[config.mk]
export PLATFORM = sky130hd
export DESIGN_NAME = sercom_port
export DESIGN_NICKNAME = d
export VERILOG_FILES = /design/src/rtl/sercom_pkg.sv /design/src/rtl/sercom_rate_gen.sv /design/src/rtl/sercom_edge_sync.sv /design/src/rtl/sercom_shifter.sv /design/src/rtl/sercom_port.sv
export SDC_FILE = /design/constraint.sdc
export NUM_CORES = 1
export LEC_CHECK = 0
export BUFFER_PORTS_ARGS = -buffer_cell sky130_fd_sc_hd__buf_2
export CAP_MARGIN = 20
export CORE_MARGIN = 5
export CORE_UTILIZATION = 57
export DETAILED_ROUTE_END_ITERATION = 16
export PLACE_DENSITY = 0.83
export SLEW_MARGIN = 20
export SYNTH_ARGS = -nofsm -noshare
export SYNTH_HDL_FRONTEND = slang
export SYNTH_SLANG_ARGS = --single-unit
[constraint.sdc]
create_clock -name clk -period 3.7 [get_ports clk]
set_input_delay 0.185 -clock clk [delete_from_list [all_inputs] [get_ports clk]]
set_output_delay 0.185 -clock clk [all_outputs]
set_load 0.01 [all_outputs]
[src/rtl/sercom_pkg.sv]
package sercom_pkg;

  // Width of the half-period count of the master shift clock.
  localparam int HALF_W = 3;

  typedef enum logic [1:0] {
    RATE_P2  = 2'b00,
    RATE_P4  = 2'b01,
    RATE_P8  = 2'b10,
    RATE_P8X = 2'b11
  } rate_e;

  typedef enum logic {
    ROLE_FOLLOW = 1'b0,
    ROLE_DRIVE  = 1'b1
  } role_e;

  // Cycles per shift-clock half period; the upper code bit has priority.
  function automatic logic [HALF_W-1:0] half_len(input logic [1:0] code);
    logic [HALF_W-1:0] h;
    if (code[1])      h = HALF_W'(4);
    else if (code[0]) h = HALF_W'(2);
    else              h = HALF_W'(1);
    return h;
  endfunction

endpackage

[src/rtl/sercom_rate_gen.sv]
module sercom_rate_gen #(
  parameter int HW = 3
) (
  input  logic          clk,
  input  logic          rst_n,
  input  logic          run,
  input  logic [HW-1:0] half,
  output logic          tick
);
  logic [HW-1:0] cnt_q;
  logic          at_end;

  assign at_end = (cnt_q == half - HW'(1));
  assign tick   = run & at_end;

  always_ff @(posedge clk or negedge rst_n) begin
    if (!rst_n)      cnt_q <= '0;
    else if (!run)   cnt_q <= '0;
    else if (at_end) cnt_q <= '0;
    else             cnt_q <= cnt_q + HW'(1);
  end
endmodule

[src/rtl/sercom_edge_sync.sv]
module sercom_edge_sync #(
  parameter int STAGES = 2
) (
  input  logic clk,
  input  logic rst_n,
  input  logic pin,
  output logic rise,
  output logic fall
);
  logic [STAGES:0] sh_q;

  always_ff @(posedge clk or negedge rst_n) begin
    if (!rst_n) sh_q <= '0;
    else        sh_q <= {sh_q[STAGES-1:0], pin};
  end

  assign rise = sh_q[STAGES-1] & ~sh_q[STAGES];
  assign fall = ~sh_q[STAGES-1] & sh_q[STAGES];
endmodule

[src/rtl/sercom_shifter.sv]
module sercom_shifter #(
  parameter int WIDTH = 8,
  parameter int CW    = 4
) (
  input  logic             clk,
  input  logic             rst_n,
  input  logic             load,
  input  logic [WIDTH-1:0] load_val,
  input  logic             start,
  input  logic             rise,
  input  logic             fall,
  input  logic             sdi,
  output logic [WIDTH-1:0] data,
  output logic             sdo,
  output logic [CW-1:0]    cnt
);
  logic [WIDTH-1:0] sreg_q;
  logic             out_q;
  logic [CW-1:0]    cnt_q;

  always_ff @(posedge clk or negedge rst_n) begin
    if (!rst_n)    sreg_q <= '0;
    else if (load) sreg_q <= load_val;
    else if (rise) sreg_q <= {sreg_q[WIDTH-2:0], sdi};
  end

  always_ff @(posedge clk or negedge rst_n) begin
    if (!rst_n)     out_q <= 1'b0;
    else if (start) out_q <= load ? load_val[WIDTH-1] : sreg_q[WIDTH-1];
    else if (load)  out_q <= load_val[WIDTH-1];
    else if (fall)  out_q <= sreg_q[WIDTH-1];
  end

  always_ff @(posedge clk or negedge rst_n) begin
    if (!rst_n)     cnt_q <= '0;
    else if (start) cnt_q <= '0;
    else if (rise)  cnt_q <= cnt_q + CW'(1);
  end

  assign data = sreg_q;
  assign sdo  = out_q;
  assign cnt  = cnt_q;
endmodule

[src/rtl/sercom_port.sv]
module sercom_port
  import sercom_pkg::*;
#(
  parameter int WIDTH       = 8,
  parameter int SYNC_STAGES = 2
) (
  input  logic             clk,
  input  logic             rst_n,
  input  logic             en,
  input  logic             mode_master,
  input  logic [1:0]       rate_sel,
  input  logic             load,
  input  logic [WIDTH-1:0] load_data,
  input  logic             start,
  input  logic             sclk_in,
  input  logic             sdi,
  output logic [WIDTH-1:0] rd_data,
  output logic             sdo,
  output logic             sclk_out,
  output logic             busy,
  output logic             done
);
  localparam int CNT_W = $clog2(WIDTH + 1);

  logic              busy_q, sclk_q, done_q;
  role_e             master_q;
  logic [HALF_W-1:0] half_q;

  // Named internal events, observed by the checker.
  logic              active, load_ok, start_go;
  logic              m_tick, m_rise, m_fall, s_rise, s_fall;
  logic              rise_ev, fall_ev, finish;
  logic [CNT_W-1:0]  bit_cnt;

  assign active   = busy_q & en;
  assign load_ok  = load & ~busy_q;
  assign start_go = en & start & ~busy_q;

  sercom_rate_gen #(.HW(HALF_W)) u_rate (
    .clk  (clk),
    .rst_n(rst_n),
    .run  (active & (master_q == ROLE_DRIVE)),
    .half (half_q),
    .tick (m_tick)
  );

  sercom_edge_sync #(.STAGES(SYNC_STAGES)) u_sync (
    .clk  (clk),
    .rst_n(rst_n),
    .pin  (sclk_in),
    .rise (s_rise),
    .fall (s_fall)
  );

  assign m_rise  = m_tick & ~sclk_q;
  assign m_fall  = m_tick & sclk_q;
  assign rise_ev = active & ((master_q == ROLE_DRIVE) ? m_rise : s_rise);
  assign fall_ev = active & ((master_q == ROLE_DRIVE) ? m_fall : s_fall);
  assign finish  = (master_q == ROLE_DRIVE)
                 ? (fall_ev && bit_cnt == CNT_W'(WIDTH))
                 : (rise_ev && bit_cnt == CNT_W'(WIDTH - 1));

  sercom_shifter #(.WIDTH(WIDTH), .CW(CNT_W)) u_shift (
    .clk     (clk),
    .rst_n   (rst_n),
    .load    (load_ok),
    .load_val(load_data),
    .start   (start_go),
    .rise    (rise_ev),
    .fall    (fall_ev),
    .sdi     (sdi),
    .data    (rd_data),
    .sdo     (sdo),
    .cnt     (bit_cnt)
  );

  always_ff @(posedge clk or negedge rst_n) begin
    if (!rst_n) begin
      busy_q   <= 1'b0;
      sclk_q   <= 1'b0;
      done_q   <= 1'b0;
      master_q <= ROLE_FOLLOW;
      half_q   <= HALF_W'(1);
    end else if (!en) begin
      busy_q <= 1'b0;
      sclk_q <= 1'b0;
      done_q <= 1'b0;
    end else begin
      done_q <= finish;
      if (start_go) begin
        busy_q   <= 1'b1;
        sclk_q   <= 1'b0;
        master_q <= role_e'(mode_master);
        half_q   <= half_len(rate_sel);
      end else if (finish) begin
        busy_q <= 1'b0;
        sclk_q <= 1'b0;
      end else if (m_tick) begin
        sclk_q <= ~sclk_q;
      end
    end
  end

  assign sclk_out = sclk_q;
  assign busy     = busy_q;
  assign done     = done_q;
endmodule

==> impl_metrics.env, run 1 <==
export IMPL_grt_usage=0.1819
export IMPL_post_cts_resized=0
export IMPL_area_growth_pct=13.52
export IMPL_fillers=187
export IMPL_tns_ns=0
export IMPL_grt_overflow_total=0
export IMPL_hold_path_end="master_q$_DFFE_PN0P_"
export IMPL_ys_async_sr_fraction=1.000
export IMPL_hp_class="input port to flip-flop"
export IMPL_placementRows=17
export IMPL_fin_skew_ns=0.01296
export IMPL_place_congestion=0.8219
export IMPL_setup_viol=0
export IMPL_dp_cells=186
export IMPL_powerDensity_mw_per_mm2=403.4
export IMPL_hpwl_microns=2159
export IMPL_total_power_uw=618.8
export IMPL_drive_above_1_share=0.2683
export IMPL_initial_core_util=0.6050
export IMPL_htreeDepth=1
export IMPL_dieArea_sq_mm=0.003445
export IMPL_drt_first_pass_iters=4
export IMPL_startpoint="half_q[0]$_DFFE_PN1P_"
export IMPL_io_pin_count=30
export IMPL_hold_viol_final=0
export IMPL_netlist_area_sq_mm=0.001351
export IMPL_hp_start="mode_master"
export IMPL_fmax_ghz=0.4635
export IMPL_cts_num_sinks=26
export IMPL_yosys_area_top_type="dfrtp_1"
export IMPL_r2r_end="u_shift.cnt[3]$_DFFE_PN0P_"
export IMPL_port_buffers=29
export IMPL_drtIter0Drc=35
export IMPL_grt_antenna_before_repair=0
export IMPL_multi_input_area_sq_um=629.4
export IMPL_grt_pass1_wl_microns=4836
export IMPL_synth_edf_count=0
export IMPL_slew_violations=0
export IMPL_clock_path_buffers=2
export IMPL_grt_max_degree=27
export IMPL_yosysSeqAreaShare=0.4824
export IMPL_synth_top_area_frac=0.4630
export IMPL_max_cap_violations=0
export IMPL_worstMarginPinSlew_ns=0.6018
export IMPL_rsz0062_at_grt="false"
export IMPL_ir_drop_uv=269.7
export IMPL_leakagePower_nw=0.7233
export IMPL_wl_per_cell_microns=15.03
export IMPL_clk_transition_reported_paths_ns=0.14
export IMPL_r2r_start="half_q[0]$_DFFE_PN1P_"
export IMPL_root_buffer="clkbuf_4"
export IMPL_final_cell_mix="buf_2 (29), dfrtp_1 (25), o21ai_1 (13), nor2_1 (12), a21oi_1 (12)"
export IMPL_cts_buffers=3
export IMPL_holdBufCountCts=2
export IMPL_nets=187
export IMPL_layout_commonest_cell="buf_2"
export IMPL_cts_tree="done"
export IMPL_fin_cells=192
export IMPL_seqCellArea_sq_um=651.9
export IMPL_cts_setup_buffers=0
export IMPL_post_route_period_util=0.5831
export IMPL_hold_depth=3
export IMPL_ys_types=40
export IMPL_worst_r2r_cell_count=6
export IMPL_synth_seq_cells=26
export IMPL_worstSetupPathType="flip-flop to flip-flop"
export IMPL_vias=1108
export IMPL_crit_arrival_ns=2.42
export IMPL_crit_fanout=12
export IMPL_insertedDiodeCount=0
export IMPL_postRouteWirelength_microns=2885
export IMPL_die_width_microns=58.69
export IMPL_ant_nets=0
export IMPL_coreArea_sq_mm=0.002233
export IMPL_worst_setup_path_start_kind="flip-flop"
export IMPL_r2r_slack_ns=1.54
export IMPL_cp_end_kind="flip-flop"
export IMPL_drc=0
export IMPL_syn_nets=159
export IMPL_via_per_inst=5.771
export IMPL_synthFlopType="dfrtp_1"
export IMPL_critPathRequiredTime_ns=3.96
export IMPL_ys_warn_count=0
export IMPL_post_route_min_period_ns=2.157
export IMPL_die_h_microns=58.69
export IMPL_synthCells=137
export IMPL_status="complete, no violations"
export IMPL_clock_latency_ns=0.32
export IMPL_grt_pass1_vias=1079
export IMPL_syn_area_per_cell_sq_um=9.863
export IMPL_max_slew_margin=0.5973
export IMPL_synthTopCellsByArea="dfrtp_1 (46%), o21ai_1 (4.8%), a21oi_1 (4.4%), a31oi_1 (4.2%), ha_1 (3.7%)"
where the power goes:
group          internal, mW  leakage, nW  switching (mW)
Sequential            0.318        0.321          0.0285
Clock                0.0422       0.0150          0.0819
Combinational        0.0629        0.388          0.0855
Total                 0.423        0.723           0.196
stage by stage:
stage                     cell area [sq um]  hold slack [ns]    util  setup slack, ns
after detailed placement               1488           0.2139  0.6661            1.582
after global routing                   1534          0.05177  0.6868            1.323
after floorplan                        1351          -0.1106       -            1.878
after CTS                              1534          0.06177  0.6868            1.539
after global placement                 1488           0.2056  0.6661            1.701
final                                  1534          0.07282  0.6868            1.543
worst max-delay path: stages (launching register included):
cell and delay [ns]:
dfstp_2 0.56, inv_1 0.06, ha_1 0.31, xor2_1 0.34, nand4_2 0.36, a21oi_1 0.29
mux2i_1 0.20
final cells by class:
cell class              instances  area share
flip-flops and latches         26      0.4250
well taps                      28     0.02284
repair buffers                 31      0.1077
multi-input cells              96      0.4103
inverters                       7     0.01713
clock buffers                   4     0.01713
synthesized netlist by cell type, types with 2 or more instances:
master / count
nand4_1: 2
nand3_1: 6
dfrtp_1: 25
nand2_1: 8
buf_1: 3
xor2_1: 2
nand2b_1: 3
inv_1: 7
a21oi_1: 12
nand4_2: 2
o21ai_0: 2
ha_1: 4
mux2i_1: 2
a31oi_1: 9
o21ai_1: 13
nor2_1: 12
buf_2: 2
logic make-up after synthesis:
group           Yosys count  synth area share
compound gates           40            0.1732
xor+xnor                  4           0.03704
fa+ha+maj                 4           0.03704
buf+inv                  15           0.05185
flops                    26            0.4824
mux                       2           0.01482
simple gates             46            0.2037
layer usage:
metal	wire length, microns	global-route usage
met5	0	0
met2	1508	0.3158
met1	1249	0.2304
met3	97	0.02412
met4	30	0.06796
registers in the layout, summed over array words and instances, names as in the netlist:
signal,count
sclk_out,1
u_sync.sh_q,3
u_rate.cnt_q,3
u_shift.data,8
done,1
master_q,1
u_shift.cnt,4
busy,1
u_shift.sdo,1
half_q,3
worst max path at each step:
stage	endpoint	slack, ns
2_1_floorplan	sclk_out$_DFFE_PN0P_	1.88
3_3_place_gp	u_shift.cnt[3]$_DFFE_PN0P_	1.70
3_5_place_dp	u_shift.cnt[3]$_DFFE_PN0P_	1.58
4_1_cts	u_shift.cnt[3]$_DFFE_PN0P_	1.54
5_1_grt	u_shift.cnt[3]$_DFFE_PN0P_	1.32
6_report	u_shift.cnt[3]$_DFFE_PN0P_	1.54
Power figures use the tool's default switching activity.
==> run 2, diff against run 1 <==
--- a/config.mk
+++ b/config.mk
@@ -8,9 +8,9 @@
 export BUFFER_PORTS_ARGS = -buffer_cell sky130_fd_sc_hd__buf_2
 export CAP_MARGIN = 20
 export CORE_MARGIN = 5
-export CORE_UTILIZATION = 57
+export CORE_UTILIZATION = 53
 export DETAILED_ROUTE_END_ITERATION = 16
-export PLACE_DENSITY = 0.83
+export PLACE_DENSITY = 0.78
 export SLEW_MARGIN = 20
 export SYNTH_ARGS = -nofsm -noshare
 export SYNTH_HDL_FRONTEND = slang
==> constraint.sdc (replaced) <==
create_clock -name clk -period 2.1 [get_ports clk]
set_input_delay 0.105 -clock clk [delete_from_list [all_inputs] [get_ports clk]]
set_output_delay 0.105 -clock clk [all_outputs]
set_load 0.01 [all_outputs]
==> run 2 against run 1 <==
Against the previous run:
- die area is 6.2% higher
- clock skew is 0.00077 ns lower
- clock-buffer cell count stayed put
- critical path type unchanged
- critical endpoint unchanged
==> impl_metrics.env, run 2 (same netlist as run 1, synthesis figures left out) <==
export IMPL_status="complete, no violations"
export IMPL_grt_antenna_before_repair=0
export IMPL_hold_viol_final=0
export IMPL_grt_overflow_total=0
export IMPL_hp_class="input port to flip-flop"
export IMPL_cts_tree="done"
export IMPL_grt_pass1_wl_microns=5016
export IMPL_htreeDepth=1
export IMPL_dieArea_sq_mm=0.003660
export IMPL_area_growth_pct=17.22
export IMPL_drive_above_1_share=0.2711
export IMPL_p_int_uw=754.4
export IMPL_initial_core_util=0.5505
export IMPL_die_h_microns=60.50
export IMPL_wl_met1_microns=1247
export IMPL_final_cell_mix="buf_2 (29), dfrtp_1 (25), o21ai_1 (13), nor2_1 (12), a21oi_1 (12)"
export IMPL_crit_arrival_ns=2.24
export IMPL_nets=189
export IMPL_postRouteWirelength_microns=3055
export IMPL_setup_ws_ns=0.1216
export IMPL_critPathRequiredTime_ns=2.36
export IMPL_comb_power_share=0.252
export IMPL_clock_path_buffers=2
export IMPL_post_route_min_period_ns=1.978
export IMPL_place_ws_ns=-0.06478
export IMPL_worstSetupPathType="flip-flop to flip-flop"
export IMPL_place_congestion=0.7777
export IMPL_cpPeakStageDelay_ns=0.57
export IMPL_io_pin_count=30
export IMPL_slew_violations=0
export IMPL_ant_nets=0
export IMPL_insertedDiodeCount=0
export IMPL_largest_register_ffs=8
export IMPL_wl_met2_microns=1606
export IMPL_drc=0
export IMPL_critical_path_top_delay_family="flip-flops"
export IMPL_p_sw_uw=360.6
export IMPL_powerDensity_mw_per_mm2=703.9
export IMPL_leakagePower_nw=0.7312
export IMPL_worstPathCellList="inv_1 > ha_1 > xor2_4 > nand4_4 > a21oi_1 > mux2i_1"
export IMPL_coreArea_sq_mm=0.002455
export IMPL_placementRows=18
export IMPL_layout_commonest_cell="buf_2"
export IMPL_setup_viol=0
export IMPL_rsz0062_at_grt="false"
export IMPL_tns_ns=0
export IMPL_cp_num_buf_inv=1
export IMPL_cts_buffers=3
export IMPL_swShare=0.3234
export IMPL_crit_fanout=12
export IMPL_wl_per_cell_microns=15.59
export IMPL_via_per_inst=5.908
export IMPL_drt_first_pass_iters=4
export IMPL_post_route_period_util=0.9421
export IMPL_wl_met3_microns=145
export IMPL_fmax_ghz=0.5055
export IMPL_fillers=212
export IMPL_grt_max_degree=27
export IMPL_vias=1158
export IMPL_worst_setup_path_start_kind="flip-flop"
export IMPL_hpwl_microns=2211
export IMPL_top_layer="met4"
export IMPL_port_buffers=29
export IMPL_cp_end_kind="flip-flop"
export IMPL_die_width_microns=60.50
export IMPL_drtIter0Drc=53
export IMPL_cts_num_sinks=26
export IMPL_ir_drop_uv=460.9
export IMPL_p_seq_frac=0.549
export IMPL_clk_transition_reported_paths_ns=0.15
export IMPL_max_cap_violations=0
export IMPL_clock_latency_ns=0.32
export IMPL_max_slew_margin=0.6082
export IMPL_grt_usage=0.1813
export IMPL_p_clk_frac=0.199
export IMPL_fin_skew_ns=0.01219
export IMPL_root_buffer="clkbuf_4"
export IMPL_grt_pass1_vias=1146
export IMPL_crit_path_top_delay_cell="dfstp_2"
export IMPL_worstMarginPinSlew_ns=0.5855
[run 2: routing by layer]
metal,vias to the layer above,global-route usage
met3,8,0.03191
li1,549,-
met4,0,0.06192
met5,-,0
met2,29,0.3164
met1,572,0.2273
[run 2: what timing repair did]
item	in CTS	in global routing
setup endpoints to repair	1	3
pin swaps	0	1
setup buffers	0	0
hold endpoints to repair	28	0
hold buffers	4	0
gates resized for setup	2	1
[run 2: final cells by class]
class,instances,area [sq um],area share
Sequential cell,26,651.9,0.4115
Timing Repair Buffer,33,185.2,0.1169
Inverter,7,26.28,0.01659
Clock buffer,4,26.28,0.01659
Multi-Input combinational cell,96,656.9,0.4147
Tap cell,30,37.54,0.02370
[run 2: metrics by stage]
stage               utilization  power [mW]  cells  cell area (sq um)  hold slack [ns]
floorplan                     -      0.7761    137               1351          -0.1906
global placement         0.6070      0.8600    188               1490           0.1283
detailed placement       0.6070      0.8763    188               1490           0.1367
CTS                      0.6407       1.116    196               1573          0.01943
global route             0.6453       1.181    196               1584          0.01531
finish                   0.6453       1.115    196               1584          0.01582
[run 2: worst paths after layout]
path                                                from                           to  slack, ns  cells past startpoint
max in group asynchronous                          rst_n        half_q[0]$_DFFE_PN1P_       1.42                      2
min in group asynchronous                          rst_n        half_q[1]$_DFFE_PN0P_       0.29                      2
worst max-delay path               half_q[0]$_DFFE_PN1P_   u_shift.cnt[3]$_DFFE_PN0P_       0.12                      6
worst min register to register  u_sync.sh_q[0]$_DFF_PN0_     u_sync.sh_q[1]$_DFF_PN0_       0.37                      0
worst max register to register     half_q[0]$_DFFE_PN1P_   u_shift.cnt[3]$_DFFE_PN0P_       0.12                      6
worst min-delay path                                 sdi  u_shift.data[0]$_DFFE_PN0P_       0.02                      3
[run 2: power by group through the flow]
stage / sequential (mW) / combinational (mW) / clock [mW]
after global placement: 0.616 / 0.245 / 0
after CTS: 0.611 / 0.275 / 0.230
after floorplan: 0.624 / 0.152 / 0
after global routing: 0.620 / 0.313 / 0.248
final: 0.612 / 0.281 / 0.222
after detailed placement: 0.621 / 0.255 / 0
[run 2: worst register-to-register path, cell delays in order (launching register included)]
cell	delay, ns
dfstp_2	0.57
inv_1	0.05
ha_1	0.37
xor2_4	0.24
nand4_4	0.22
a21oi_1	0.26
mux2i_1	0.22
